[config.mk]
export PLATFORM = sky130hd
export DESIGN_NAME = mem_region_guard
export DESIGN_NICKNAME = d
export VERILOG_FILES = /design/src/rtl/mrg_pkg.sv /design/src/rtl/mrg_cfg_bank.sv /design/src/rtl/mrg_rgn_cmp.sv /design/src/rtl/mrg_resolve.sv /design/src/rtl/mem_region_guard.sv
export SDC_FILE = /design/constraint.sdc
export NUM_CORES = 1
export LEC_CHECK = 0
export ABC_AREA = 1
export BUFFER_PORTS_ARGS = -buffer_cell sky130_fd_sc_hd__buf_2
export CAP_MARGIN = 25
export CORE_ASPECT_RATIO = 1.5
export CORE_MARGIN = 2
export CORE_UTILIZATION = 50
export CTS_CLUSTER_SIZE = 16
export DETAILED_ROUTE_END_ITERATION = 6
export PLACE_DENSITY = 0.73
export SLEW_MARGIN = 20
export SYNTH_ARGS = -nofsm -noshare
export SYNTH_HDL_FRONTEND = slang
export SYNTH_SLANG_ARGS = --single-unit
[constraint.sdc]
create_clock -name clk -period 2.4 [get_ports clk]
set_input_delay 0.36 -clock clk [delete_from_list [all_inputs] [get_ports clk]]
set_output_delay 0.36 -clock clk [all_outputs]
set_load 0.1 [all_outputs]
[src/rtl/mrg_pkg.sv]
package mrg_pkg;
    localparam int REG_W     = 16;
    localparam int MB_SHIFT  = 20;
    localparam int SEL_BIT   = 14;
    localparam int EN_BIT    = 15;
    localparam int CATCH_BIT = 14;
    localparam int BYP_BIT   = 15;

    typedef struct packed {
        logic valid;
        logic hit;
        logic secure;
        logic violation;
    } rsp_t;
endpackage

[src/rtl/mrg_cfg_bank.sv]
module mrg_cfg_bank
    import mrg_pkg::*;
#(
    parameter int NUM_RGN  = 8,
    parameter int MB_W     = 12,
    parameter int CFG_BASE = 6,
    parameter int IDX_BITS = 5
) (
    input  logic                           clk,
    input  logic                           rst_n,
    input  logic                           cfg_we,
    input  logic [IDX_BITS-1:0]            cfg_idx,
    input  logic [31:0]                    cfg_wdata,
    output logic [NUM_RGN-1:0][MB_W-1:0]   rgn_first,
    output logic [NUM_RGN-1:0][MB_W-1:0]   rgn_last,
    output logic [NUM_RGN-1:0]             rgn_sel,
    output logic [NUM_RGN-1:0]             rgn_en,
    output logic                           dflt_secure,
    output logic                           bypass
);
    localparam int NUM_REGS = 2 * NUM_RGN;
    localparam int LAST     = NUM_REGS - 1;
    localparam logic [IDX_BITS-1:0] IDX_LO = IDX_BITS'(CFG_BASE);
    localparam logic [IDX_BITS-1:0] IDX_HI = IDX_BITS'(CFG_BASE + NUM_REGS - 1);
    localparam logic [NUM_REGS*REG_W-1:0] RST_FLAT =
        (NUM_REGS*REG_W)'(1) << (LAST*REG_W + BYP_BIT);

    typedef struct packed {
        logic [NUM_REGS-1:0][REG_W-1:0] regs;
    } bank_t;

    bank_t              st_d, st_q;
    logic               in_map;
    logic [IDX_BITS-1:0] rel;
    logic [REG_W-1:0]   wmask, wval;

    always_comb begin
        st_d   = st_q;
        wmask  = cfg_wdata[31:16];
        wval   = cfg_wdata[15:0];
        in_map = (cfg_idx >= IDX_LO) && (cfg_idx <= IDX_HI);
        rel    = cfg_idx - IDX_LO;
        if (cfg_we && in_map) begin
            for (int r = 0; r < NUM_REGS; r++) begin
                if (rel == IDX_BITS'(r))
                    st_d.regs[r] = (st_q.regs[r] & ~wmask) | (wval & wmask);
            end
        end
    end

    always_ff @(posedge clk or negedge rst_n) begin
        if (!rst_n) st_q <= bank_t'(RST_FLAT);
        else        st_q <= st_d;
    end

    for (genvar g = 0; g < NUM_RGN; g++) begin : g_fields
        assign rgn_first[g] = st_q.regs[2*g][MB_W-1:0];
        assign rgn_sel[g]   = st_q.regs[2*g][SEL_BIT];
        assign rgn_en[g]    = st_q.regs[2*g][EN_BIT];
        assign rgn_last[g]  = st_q.regs[2*g+1][MB_W-1:0];
    end

    assign dflt_secure = st_q.regs[LAST][CATCH_BIT];
    assign bypass      = st_q.regs[LAST][BYP_BIT];

    AST_ZERO_MASK_KEEPS: assert property (@(posedge clk) disable iff (!rst_n)
        cfg_we && (cfg_wdata[31:16] == '0) |=> $stable(st_q));
    AST_NO_WRITE_KEEPS: assert property (@(posedge clk) disable iff (!rst_n)
        !cfg_we |=> $stable(st_q));
    AST_OFF_MAP_KEEPS: assert property (@(posedge clk) disable iff (!rst_n)
        cfg_we && ((cfg_idx < IDX_LO) || (cfg_idx > IDX_HI)) |=> $stable(st_q));
endmodule

[src/rtl/mrg_rgn_cmp.sv]
module mrg_rgn_cmp #(
    parameter int MB_W = 12
) (
    input  logic [MB_W-1:0] acc_mb,
    input  logic [MB_W-1:0] first_mb,
    input  logic [MB_W-1:0] last_mb,
    input  logic            enable,
    output logic            match
);
    logic above_first, below_last;

    always_comb begin
        above_first = (acc_mb >= first_mb);
        below_last  = (acc_mb <= last_mb);
        match       = enable && above_first && below_last;
    end
endmodule

[src/rtl/mrg_resolve.sv]
module mrg_resolve
    import mrg_pkg::*;
#(
    parameter int NUM_RGN = 8
) (
    input  logic               clk,
    input  logic               rst_n,
    input  logic               acc_valid,
    input  logic               acc_secure,
    input  logic [NUM_RGN-1:0] match,
    input  logic [NUM_RGN-1:0] rgn_sel,
    input  logic               dflt_secure,
    input  logic               bypass,
    output logic               rsp_valid,
    output logic               rsp_hit,
    output logic               rsp_secure,
    output logic               rsp_violation
);
    rsp_t rsp_d, rsp_q;
    logic any_d, attr_d;

    always_comb begin
        any_d  = 1'b0;
        attr_d = dflt_secure;
        for (int i = NUM_RGN - 1; i >= 0; i--) begin
            if (match[i]) begin
                any_d  = 1'b1;
                attr_d = rgn_sel[i];
            end
        end
        rsp_d.valid     = acc_valid;
        rsp_d.hit       = acc_valid && any_d;
        rsp_d.secure    = acc_valid && !bypass && attr_d;
        rsp_d.violation = rsp_d.secure && !acc_secure;
    end

    always_ff @(posedge clk or negedge rst_n) begin
        if (!rst_n) rsp_q <= '0;
        else        rsp_q <= rsp_d;
    end

    assign rsp_valid     = rsp_q.valid;
    assign rsp_hit       = rsp_q.hit;
    assign rsp_secure    = rsp_q.secure;
    assign rsp_violation = rsp_q.violation;

    AST_VALID_FOLLOWS: assert property (@(posedge clk) disable iff (!rst_n)
        acc_valid |=> rsp_valid);
    AST_IDLE_FOLLOWS: assert property (@(posedge clk) disable iff (!rst_n)
        !acc_valid |=> !rsp_valid);
    AST_IDLE_QUIET: assert property (@(posedge clk) disable iff (!rst_n)
        !rsp_valid |-> !rsp_hit && !rsp_secure && !rsp_violation);
    AST_BYPASS_OPEN: assert property (@(posedge clk) disable iff (!rst_n)
        bypass |=> !rsp_secure && !rsp_violation);
    AST_VIOL_NEEDS_SECURE: assert property (@(posedge clk) disable iff (!rst_n)
        rsp_violation |-> rsp_secure && rsp_valid);
    AST_SECURE_NEVER_VIOL: assert property (@(posedge clk) disable iff (!rst_n)
        acc_valid && acc_secure |=> !rsp_violation);
endmodule

[src/rtl/mem_region_guard.sv]
module mem_region_guard
    import mrg_pkg::*;
#(
    parameter int ADDR_W   = 32,
    parameter int NUM_RGN  = 8,
    parameter int CFG_BASE = 6,
    parameter int IDX_BITS = 5
) (
    input  logic                clk,
    input  logic                rst_n,
    input  logic                cfg_we,
    input  logic [IDX_BITS-1:0] cfg_idx,
    input  logic [31:0]         cfg_wdata,
    input  logic                acc_valid,
    input  logic [ADDR_W-1:0]   acc_addr,
    input  logic                acc_secure,
    output logic                rsp_valid,
    output logic                rsp_hit,
    output logic                rsp_secure,
    output logic                rsp_violation
);
    localparam int MB_W = ADDR_W - MB_SHIFT;

    logic [NUM_RGN-1:0][MB_W-1:0] rgn_first, rgn_last;
    logic [NUM_RGN-1:0]           rgn_sel, rgn_en, match;
    logic                         dflt_secure, bypass;
    logic [MB_W-1:0]              acc_mb;
    logic                         unused_low;

    assign acc_mb     = acc_addr[ADDR_W-1:MB_SHIFT];
    assign unused_low = ^acc_addr[MB_SHIFT-1:0];

    mrg_cfg_bank #(
        .NUM_RGN (NUM_RGN),
        .MB_W    (MB_W),
        .CFG_BASE(CFG_BASE),
        .IDX_BITS(IDX_BITS)
    ) u_bank (
        .clk        (clk),
        .rst_n      (rst_n),
        .cfg_we     (cfg_we),
        .cfg_idx    (cfg_idx),
        .cfg_wdata  (cfg_wdata),
        .rgn_first  (rgn_first),
        .rgn_last   (rgn_last),
        .rgn_sel    (rgn_sel),
        .rgn_en     (rgn_en),
        .dflt_secure(dflt_secure),
        .bypass     (bypass)
    );

    for (genvar g = 0; g < NUM_RGN; g++) begin : g_rgn
        mrg_rgn_cmp #(.MB_W(MB_W)) u_cmp (
            .acc_mb  (acc_mb),
            .first_mb(rgn_first[g]),
            .last_mb (rgn_last[g]),
            .enable  (rgn_en[g]),
            .match   (match[g])
        );
    end

    mrg_resolve #(.NUM_RGN(NUM_RGN)) u_resolve (
        .clk          (clk),
        .rst_n        (rst_n),
        .acc_valid    (acc_valid),
        .acc_secure   (acc_secure),
        .match        (match),
        .rgn_sel      (rgn_sel),
        .dflt_secure  (dflt_secure),
        .bypass       (bypass),
        .rsp_valid    (rsp_valid),
        .rsp_hit      (rsp_hit),
        .rsp_secure   (rsp_secure),
        .rsp_violation(rsp_violation)
    );
endmodule

==> Word level (Yosys, flattened, before mapping) <==
Index checks and enable logic that the tools add are counted.
{ "totals": {"register_bits": 260, "inputBits": 74} }
{ "classes": {"addsub": 1, "order_cmp": 18, "eq_ne": 15, "muxes": 16, "bitwise_logic": 34, "reduce_logical": 41} }
{ "op_table": {"columns": ["op", "count"], "rows": [
  ["$and 16x16->16", 17],
  ["$or 16x16->16", 16],
  ["$ge 12x12->1", 8],
  ["$le 12x12->1", 8],
  ["$eq 5x4->1 const B", 8],
  ["$reduce_and 2->1", 16],
  ["$logic_and 1x1->1", 22],
  ["$eq 5x3->1 const B", 4],
  ["$mux 1", 16],
  ["$not 16->16", 1],
  ["$eq 5x2->1 const B", 2],
  ["$eq 5x1->1 const B", 1],
  ["$ge 5x3->1 const B", 1],
  ["$le 5x5->1 const B", 1],
  ["$logic_not 5->1", 1],
  ["$sub 5x3->5 const B", 1],
  ["$logic_not 1->1", 2]
]} }

==> Logic depth before layout (Yosys ltp) <==
Gate-level depths: netlist of the first run.
{ "logic_depth": {"ltp_word": 13, "ltp_mapped": 21} }

==> Cells and area by module <==
From an unflattened synthesis of the first run, not the netlist that was laid out.
{ "hier_totals": {"cells_unflattened": 2241, "hier_area_um2": 15974.1} }
{ "by_module_without_submodules": {"columns": ["mod", "n_inst", "cells_each", "area_per_inst_um2"], "rows": [
  ["mrg_cfg_bank", 1, 1265, 10373.7],
  ["mrg_rgn_cmp", 8, 117, 668.1],
  ["mrg_resolve", 1, 40, 255.2]
]} }

==> Worst setup path after synthesis of the first run <==
OpenSTA, ideal clock, no wires.
{ "synth_timing": {"path_kind": "input port to flip-flop", "start": "input acc_addr[20]", "end": "register u_resolve.rsp_q (netlist bit u_resolve.rsp_violation)", "setup_time_ns": 0.071, "t_arrival_ns": 2.021, "t_required_ns": 2.329, "slack_ns": 0.308, "stages": 18, "n_path_buf": 0, "cell_sequence": "inv_1 > ha_1 > inv_1 > nand2_1 > a21oi_1 > o21bai_1 > a21oi_1 > nor2_1 > o21bai_1 > nand2_1 > nand2_1 > nand2_1 > nand2_1 > o21a_1 > nand2_1 > nand2_1 > nand2_1 > nor2_1"} }
{ "synth_lines": {"columns": ["item", "line_no", "text"], "rows": [
  ["start, declared", "mem_region_guard.sv:15", "input logic [ADDR_W-1:0] acc_addr,"],
  ["end signal, assigned", "mrg_resolve.sv:39", "else rsp_q <= rsp_d;"],
  ["end, declared", "mrg_resolve.sv:19", "rsp_t rsp_d, rsp_q;"]
]} }

==> results.json, run 1 <==
{
  "cp_data_required_time_ps": 2820,
  "dr_total_vias": 12400,
  "die_h_um": 206,
  "path_clk_slew_ps": 60,
  "hpwl_um": 30100,
  "grt_max_degree": 56,
  "antenna_found_initial": 2,
  "ys_seq_area_share_pct": 39.3,
  "overflow": 0,
  "clk_path_buf_depth": 3,
  "final_util_pct": 58.8,
  "crit_chain": "inv_1 -> ha_4 -> a21oi_1 -> o21ai_0 -> buf_4 -> nor2_2 -> nand2_1 -> o21ai_2 -> buf_6 -> nand3_4 -> nand3_2 -> nand3_2 -> nand3_2 -> nand3_2 -> nand2_1 -> nand2_1 -> nand2_2 -> nor2_1",
  "setup_viol": 0,
  "hold_viol_final": 0,
  "wl_met2_um": 20500,
  "synthCells": 1757,
  "grt_pass1_vias": 12300,
  "grt_pass1_wl_um": 65700,
  "synth_edf_count": 0,
  "start_kind": "register",
  "place_ws_ps": -377,
  "fin_nets": 2158,
  "initial_core_util_pct": 50.4,
  "drive_gt1_share_pct": 13.0,
  "end_kind": "register",
  "synth.distinct_cells": 33,
  "synth_largest_type_area_fraction_pct": 39.1,
  "numPortBuffers": 53,
  "synth_area_leaders": "dfrtp_1 (39%), ha_1 (18%), nand2_1 (16%)",
  "drt-total-wl_um": 41900,
  "gp_congestion": 0.975,
  "die-area_um2": 28600,
  "clk_latency_ps": 540,
  "cts_tree": "yes",
  "pin_count": 78,
  "critPathSlowestCell": "dfrtp_1",
  "via_per_inst": 5.50,
  "dp.cells": 2197,
  "yosysTopAreaCell": "dfrtp_1",
  "firstDrtPassIters": 5,
  "relSlewSlack_pct": 29.4,
  "final-max-slew-violation-count": 0,
  "crit_arrival_ps": 2750,
  "wire_per_inst_um": 18.6,
  "htree_levels": 1,
  "die_width_um": 139,
  "avgSynthCellArea_um2": 7.76,
  "core_um2": 27000,
  "ys_ff_latch": 214,
  "highest_layer": "met4",
  "layout.cells.non_filler": 2249,
  "clock-root-buffer": "clkbuf_16",
  "ant_nets": 0,
  "wl_met3_um": 2180,
  "ir_worst_vdd_uv": 575,
  "rows": 74,
  "maxCapViolCount": 0,
  "setup_tns_ps": 0,
  "powerDensity_nw_per_um2": 665,
  "clock_sinks": 214,
  "tightest_slew_ps": 1060,
  "worst-setup-path-type": "reg -> reg",
  "areaGrowthSynthToFinish_pct": 16.6,
  "async_flop_share_pct": 100,
  "cts_made_buffers": 23,
  "drt_iter0_drc": 940,
  "crit_fanout": 3,
  "grtUsageTotal_pct": 29.5,
  "fillers": 2423,
  "syn-num-nets": 2025,
  "layout_setup_ws_ps": 72.4,
  "netlist_area_um2": 13600,
  "cp_slowest_stage_delay_ps": 380,
  "post-route-drc-count": 0,
  "yosys.cell_count.top_type": "nand2_1",
  "timing.fmax_ghz": 0.430,
  "status": "complete, no violations",
  "fin_skew_ps": 16.3,
  "hp-class": "in -> reg",
  "wirelength_met1_um": 16100,
  "min_period_ps": 2330,
  "yosys_warnings": 0,
  "ys.flop_type": "dfrtp_1",
  "crit_path_frequent_cell": "nand3_2",
  "period_share_pct": 97.0,
  "p_leak_uw": 0.00734,
  "synth_common_cells": "nand2_1 (564), inv_1 (248), dfrtp_1 (213)"
}
[cell usage in the layout, fill, tap and decap left out, drive strengths merged, types with 33 or more instances in the layout]
cell type    n
inv        249
nand3       37
nand2      564
ha         194
o21ai      233
a21oi       76
buf        159
nor2        72
clkbuf      33
dfrtp      213
[area by class of cell]
cell class,count,area [um2],share of cell area (%)
inverter,248,931,5.86
clock inverter,7,41.3,0.260
antenna,2,5.00,0.0315
clock buffer,33,683,4.30
sequential,214,5360,33.7
tap,342,428,2.69
multi-input combinational,1241,7250,45.6
timing repair buffer,162,1200,7.55
[metal layers]
| layer | up-vias | GRT usage, % |
|---|---|---|
| met5 | - | 0 |
| met4 | 0 | 20.2 |
| met3 | 119 | 2.78 |
| met2 | 418 | 51.6 |
| met1 | 5884 | 34.2 |
| li1 | 5939 | - |
[worst max-delay path: cells and delay by family, from the launching register on]
kind | cells | cell delay [ps]
fa+ha+maj | 1 | 200
simple gates | 11 | 840
buf+inv | 3 | 400
compound gates | 3 | 420
flops | 1 | 380
[per-stage QoR]
step	hold WS, ps	power (uW)	instance area (um2)
after global placement	325	6830	14900
after detailed placement	331	6960	14900
final	199	10600	15900
after global routing	211	11200	15900
after floorplan	64.4	5890	13600
after CTS	181	10500	15600
[path summary, 6_finish.rpt]
path,endpoint,cells past startpoint,from,slack (ps)
max,u_resolve.rsp_violation,18,register,70
min,register,3,cfg_wdata[30],200
max reg2reg,u_resolve.rsp_violation,18,register,70
min reg2reg,register,2,register,480
max in group asynchronous,asynchronous set/reset pin,3,rst_n,1390
min in group asynchronous,asynchronous set/reset pin,2,rst_n,350
[timing repair]
item,CTS,global route
pin swaps,0,17
resized for setup,2,45
hold buffers,3,0
buffers inserted,0,7
hold endpoints to repair,49,0
endpoints found under the setup margin,2,3
[cells by family after synthesis]
group / synth area share [%]
and+or+nand+nor: 20.6
DFF: 39.3
AOI/OAI and AO/OA: 13.2
adders and majority gates: 17.8
buffers and inverters: 9.07
xor gates and xnor gates: 0.0643
[where the power goes]
group          internal (uW)  switching, uW  total, uW
clock network           1970           1520       3490
logic                   1090           1670       2760
registers               4060            256       4320
No activity file was read; power rests on OpenSTA's default activity.
==> run 2: changes to the inputs <==
--- a/config.mk
+++ b/config.mk
@@ -14,6 +14,7 @@
 export CTS_CLUSTER_SIZE = 16
 export DETAILED_ROUTE_END_ITERATION = 6
 export PLACE_DENSITY = 0.73
+export RECOVER_POWER = 100
 export SLEW_MARGIN = 20
 export SYNTH_ARGS = -nofsm -noshare
 export SYNTH_HDL_FRONTEND = slang
==> run 2 against run 1 <==
  * The flow now finishes with violations (max-capacitance violations, max-slew violations)
  * Flip-flop and latch count unchanged
  * Sequential share of layout area up 0.17 points
  * Clock skew down 1.5 ps
  * Critical path depth unchanged
  * Non-clock buffer count unchanged
  * Clock-buffer cell count unchanged
  * Wire length down 0.10%
  * Largest cell class unchanged
==> results.json, run 2 (synthesis gave the netlist of run 1 again) <==
{
  "core_um2": 27000,
  "period_share_pct": 96.5,
  "hold_viol_final": 0,
  "timing.fmax_ghz": 0.432,
  "gp_congestion": 0.975,
  "final-max-slew-violation-count": 55,
  "powerDensity_nw_per_um2": 667,
  "end_kind": "register",
  "htree_levels": 1,
  "crit_chain": "inv_1 -> ha_4 -> a21oi_1 -> o21ai_0 -> buf_4 -> nor2_2 -> nand2_1 -> o21ai_2 -> buf_6 -> nand3_4 -> nand3_2 -> nand3_2 -> nand3_2 -> nand3_2 -> nand2_1 -> nand2_1 -> nand2_2 -> nor2_1",
  "cts_made_buffers": 23,
  "hpwl_um": 30100,
  "fin_nets": 2158,
  "crit_family": "simple AND/OR/NAND/NOR gates",
  "antenna_found_initial": 2,
  "drt-total-wl_um": 41800,
  "grt_pass1_vias": 12300,
  "fin_skew_ps": 14.8,
  "final_cell_mix": "nand2_1 (560), inv_1 (247), o21ai_0 (223), dfrtp_1 (213), ha_1 (188)",
  "tightest_slew_ps": 1520,
  "r2r_slack_ps": 80,
  "dr_total_vias": 12300,
  "ir_worst_vdd_uv": 572,
  "cp_data_required_time_ps": 2820,
  "numPortBuffers": 53,
  "status": "finished, violations left",
  "critPathSlowestCell": "dfrtp_1",
  "crit_path_frequent_cell": "nand3_2",
  "die_h_um": 206,
  "wire_per_inst_um": 18.6,
  "rows": 74,
  "overflow": 0,
  "violations": "max-capacitance violations, max-slew violations",
  "relSlewSlack_pct": -1.22,
  "cts_tree": "yes",
  "initial_core_util_pct": 50.4,
  "p_leak_uw": 0.00730,
  "clk_path_buf_depth": 3,
  "cp_slowest_stage_delay_ps": 380,
  "die-area_um2": 28600,
  "setup_tns_ps": 0,
  "firstDrtPassIters": 6,
  "worst-setup-path-type": "reg -> reg",
  "start_kind": "register",
  "clk_latency_ps": 540,
  "final_common_cell": "nand2_1",
  "min_period_ps": 2320,
  "worst-path-buf-inv": 3,
  "fillers": 2440,
  "p_total_uw": 10500,
  "clock-root-buffer": "clkbuf_16",
  "grt_max_degree": 56,
  "drive_gt1_share_pct": 12.5,
  "clock_sinks": 214,
  "hp-class": "in -> reg",
  "post-route-drc-count": 0,
  "maxCapViolCount": 1,
  "grtUsageTotal_pct": 29.5,
  "crit_arrival_ps": 2740,
  "pin_count": 78,
  "grt_pass1_wl_um": 65700,
  "ant_nets": 0,
  "drt_iter0_drc": 933,
  "setup_viol": 0,
  "areaGrowthSynthToFinish_pct": 16.0,
  "via_per_inst": 5.48,
  "crit_fanout": 3,
  "path_clk_slew_ps": 60,
  "die_width_um": 139
}
==> run 2: cell types whose count changed in the layout (fill, tap and decap cells not counted), sizes merged <==
cell    delta
clkbuf    +20
buf       -20
==> run 2: layout make-up <==
class | count | area, um2 | share of cell area, %
flip-flops and latches | 214 | 5360 | 33.9
well taps | 342 | 428 | 2.71
clock inverters | 7 | 41.3 | 0.261
diodes | 2 | 5.00 | 0.0316
clock buffers | 33 | 683 | 4.32
repair buffers | 162 | 1120 | 7.11
inverters | 248 | 931 | 5.89
multi-input cells | 1241 | 7250 | 45.8
==> run 2: worst paths after layout <==
check	endpoint	cells past startpoint	start
worst max-delay path	u_resolve.rsp_violation	18	register
worst min-delay path	register	3	cfg_wdata[30]
worst max register to register	u_resolve.rsp_violation	18	register
worst min register to register	register	2	register
max in group asynchronous	asynchronous set/reset pin	3	rst_n
min in group asynchronous	asynchronous set/reset pin	2	rst_n
==> run 2: where the power goes <==
part / total (uW) / internal [uW] / switching, uW
clock network: 3490 / 1970 / 1520
logic: 2740 / 1080 / 1660
registers: 4320 / 4060 / 258
==> run 2: stage by stage <==
stage	cells	hold WS, ps	utilization (%)	setup slack (ps)	cell area, um2
after floorplan	1757	64.4	-	308	13600
after global placement	2197	325	55.0	-399	14900
after detailed placement	2197	331	55.0	-377	14900
after CTS	2240	181	57.8	2.68	15600
after global routing	2249	211	58.5	-58.2	15800
final	2249	194	58.5	82.9	15800
==> run 2: per-layer routing <==
layer,wire length (um),vias up,global-route usage (%)
met2,20500,410,51.6
met1,16100,5867,34.2
met5,0,-,0
met3,2130,114,2.78
met4,3060,0,20.2
li1,-,5943,-
==> run 2: timing repair <==
item | CTS | global route
pin swaps | 0 | 17
gates resized for setup | 2 | 45
hold buffers | 3 | 0
setup endpoints to repair | 2 | 3
hold endpoints to repair | 49 | 0
setup buffers | 0 | 7
==> run 2: worst register-to-register path, stage by stage (launching register included) <==
cell and delay (ps):
dfrtp_1 380, inv_1 90, ha_4 200, a21oi_1 210, o21ai_0 150, buf_4 180
nor2_2 140, nand2_1 80, o21ai_2 70, buf_6 130, nand3_4 70, nand3_2 70
nand3_2 70, nand3_2 80, nand3_2 70, nand2_1 70, nand2_1 70, nand2_2 70
nor2_1 40
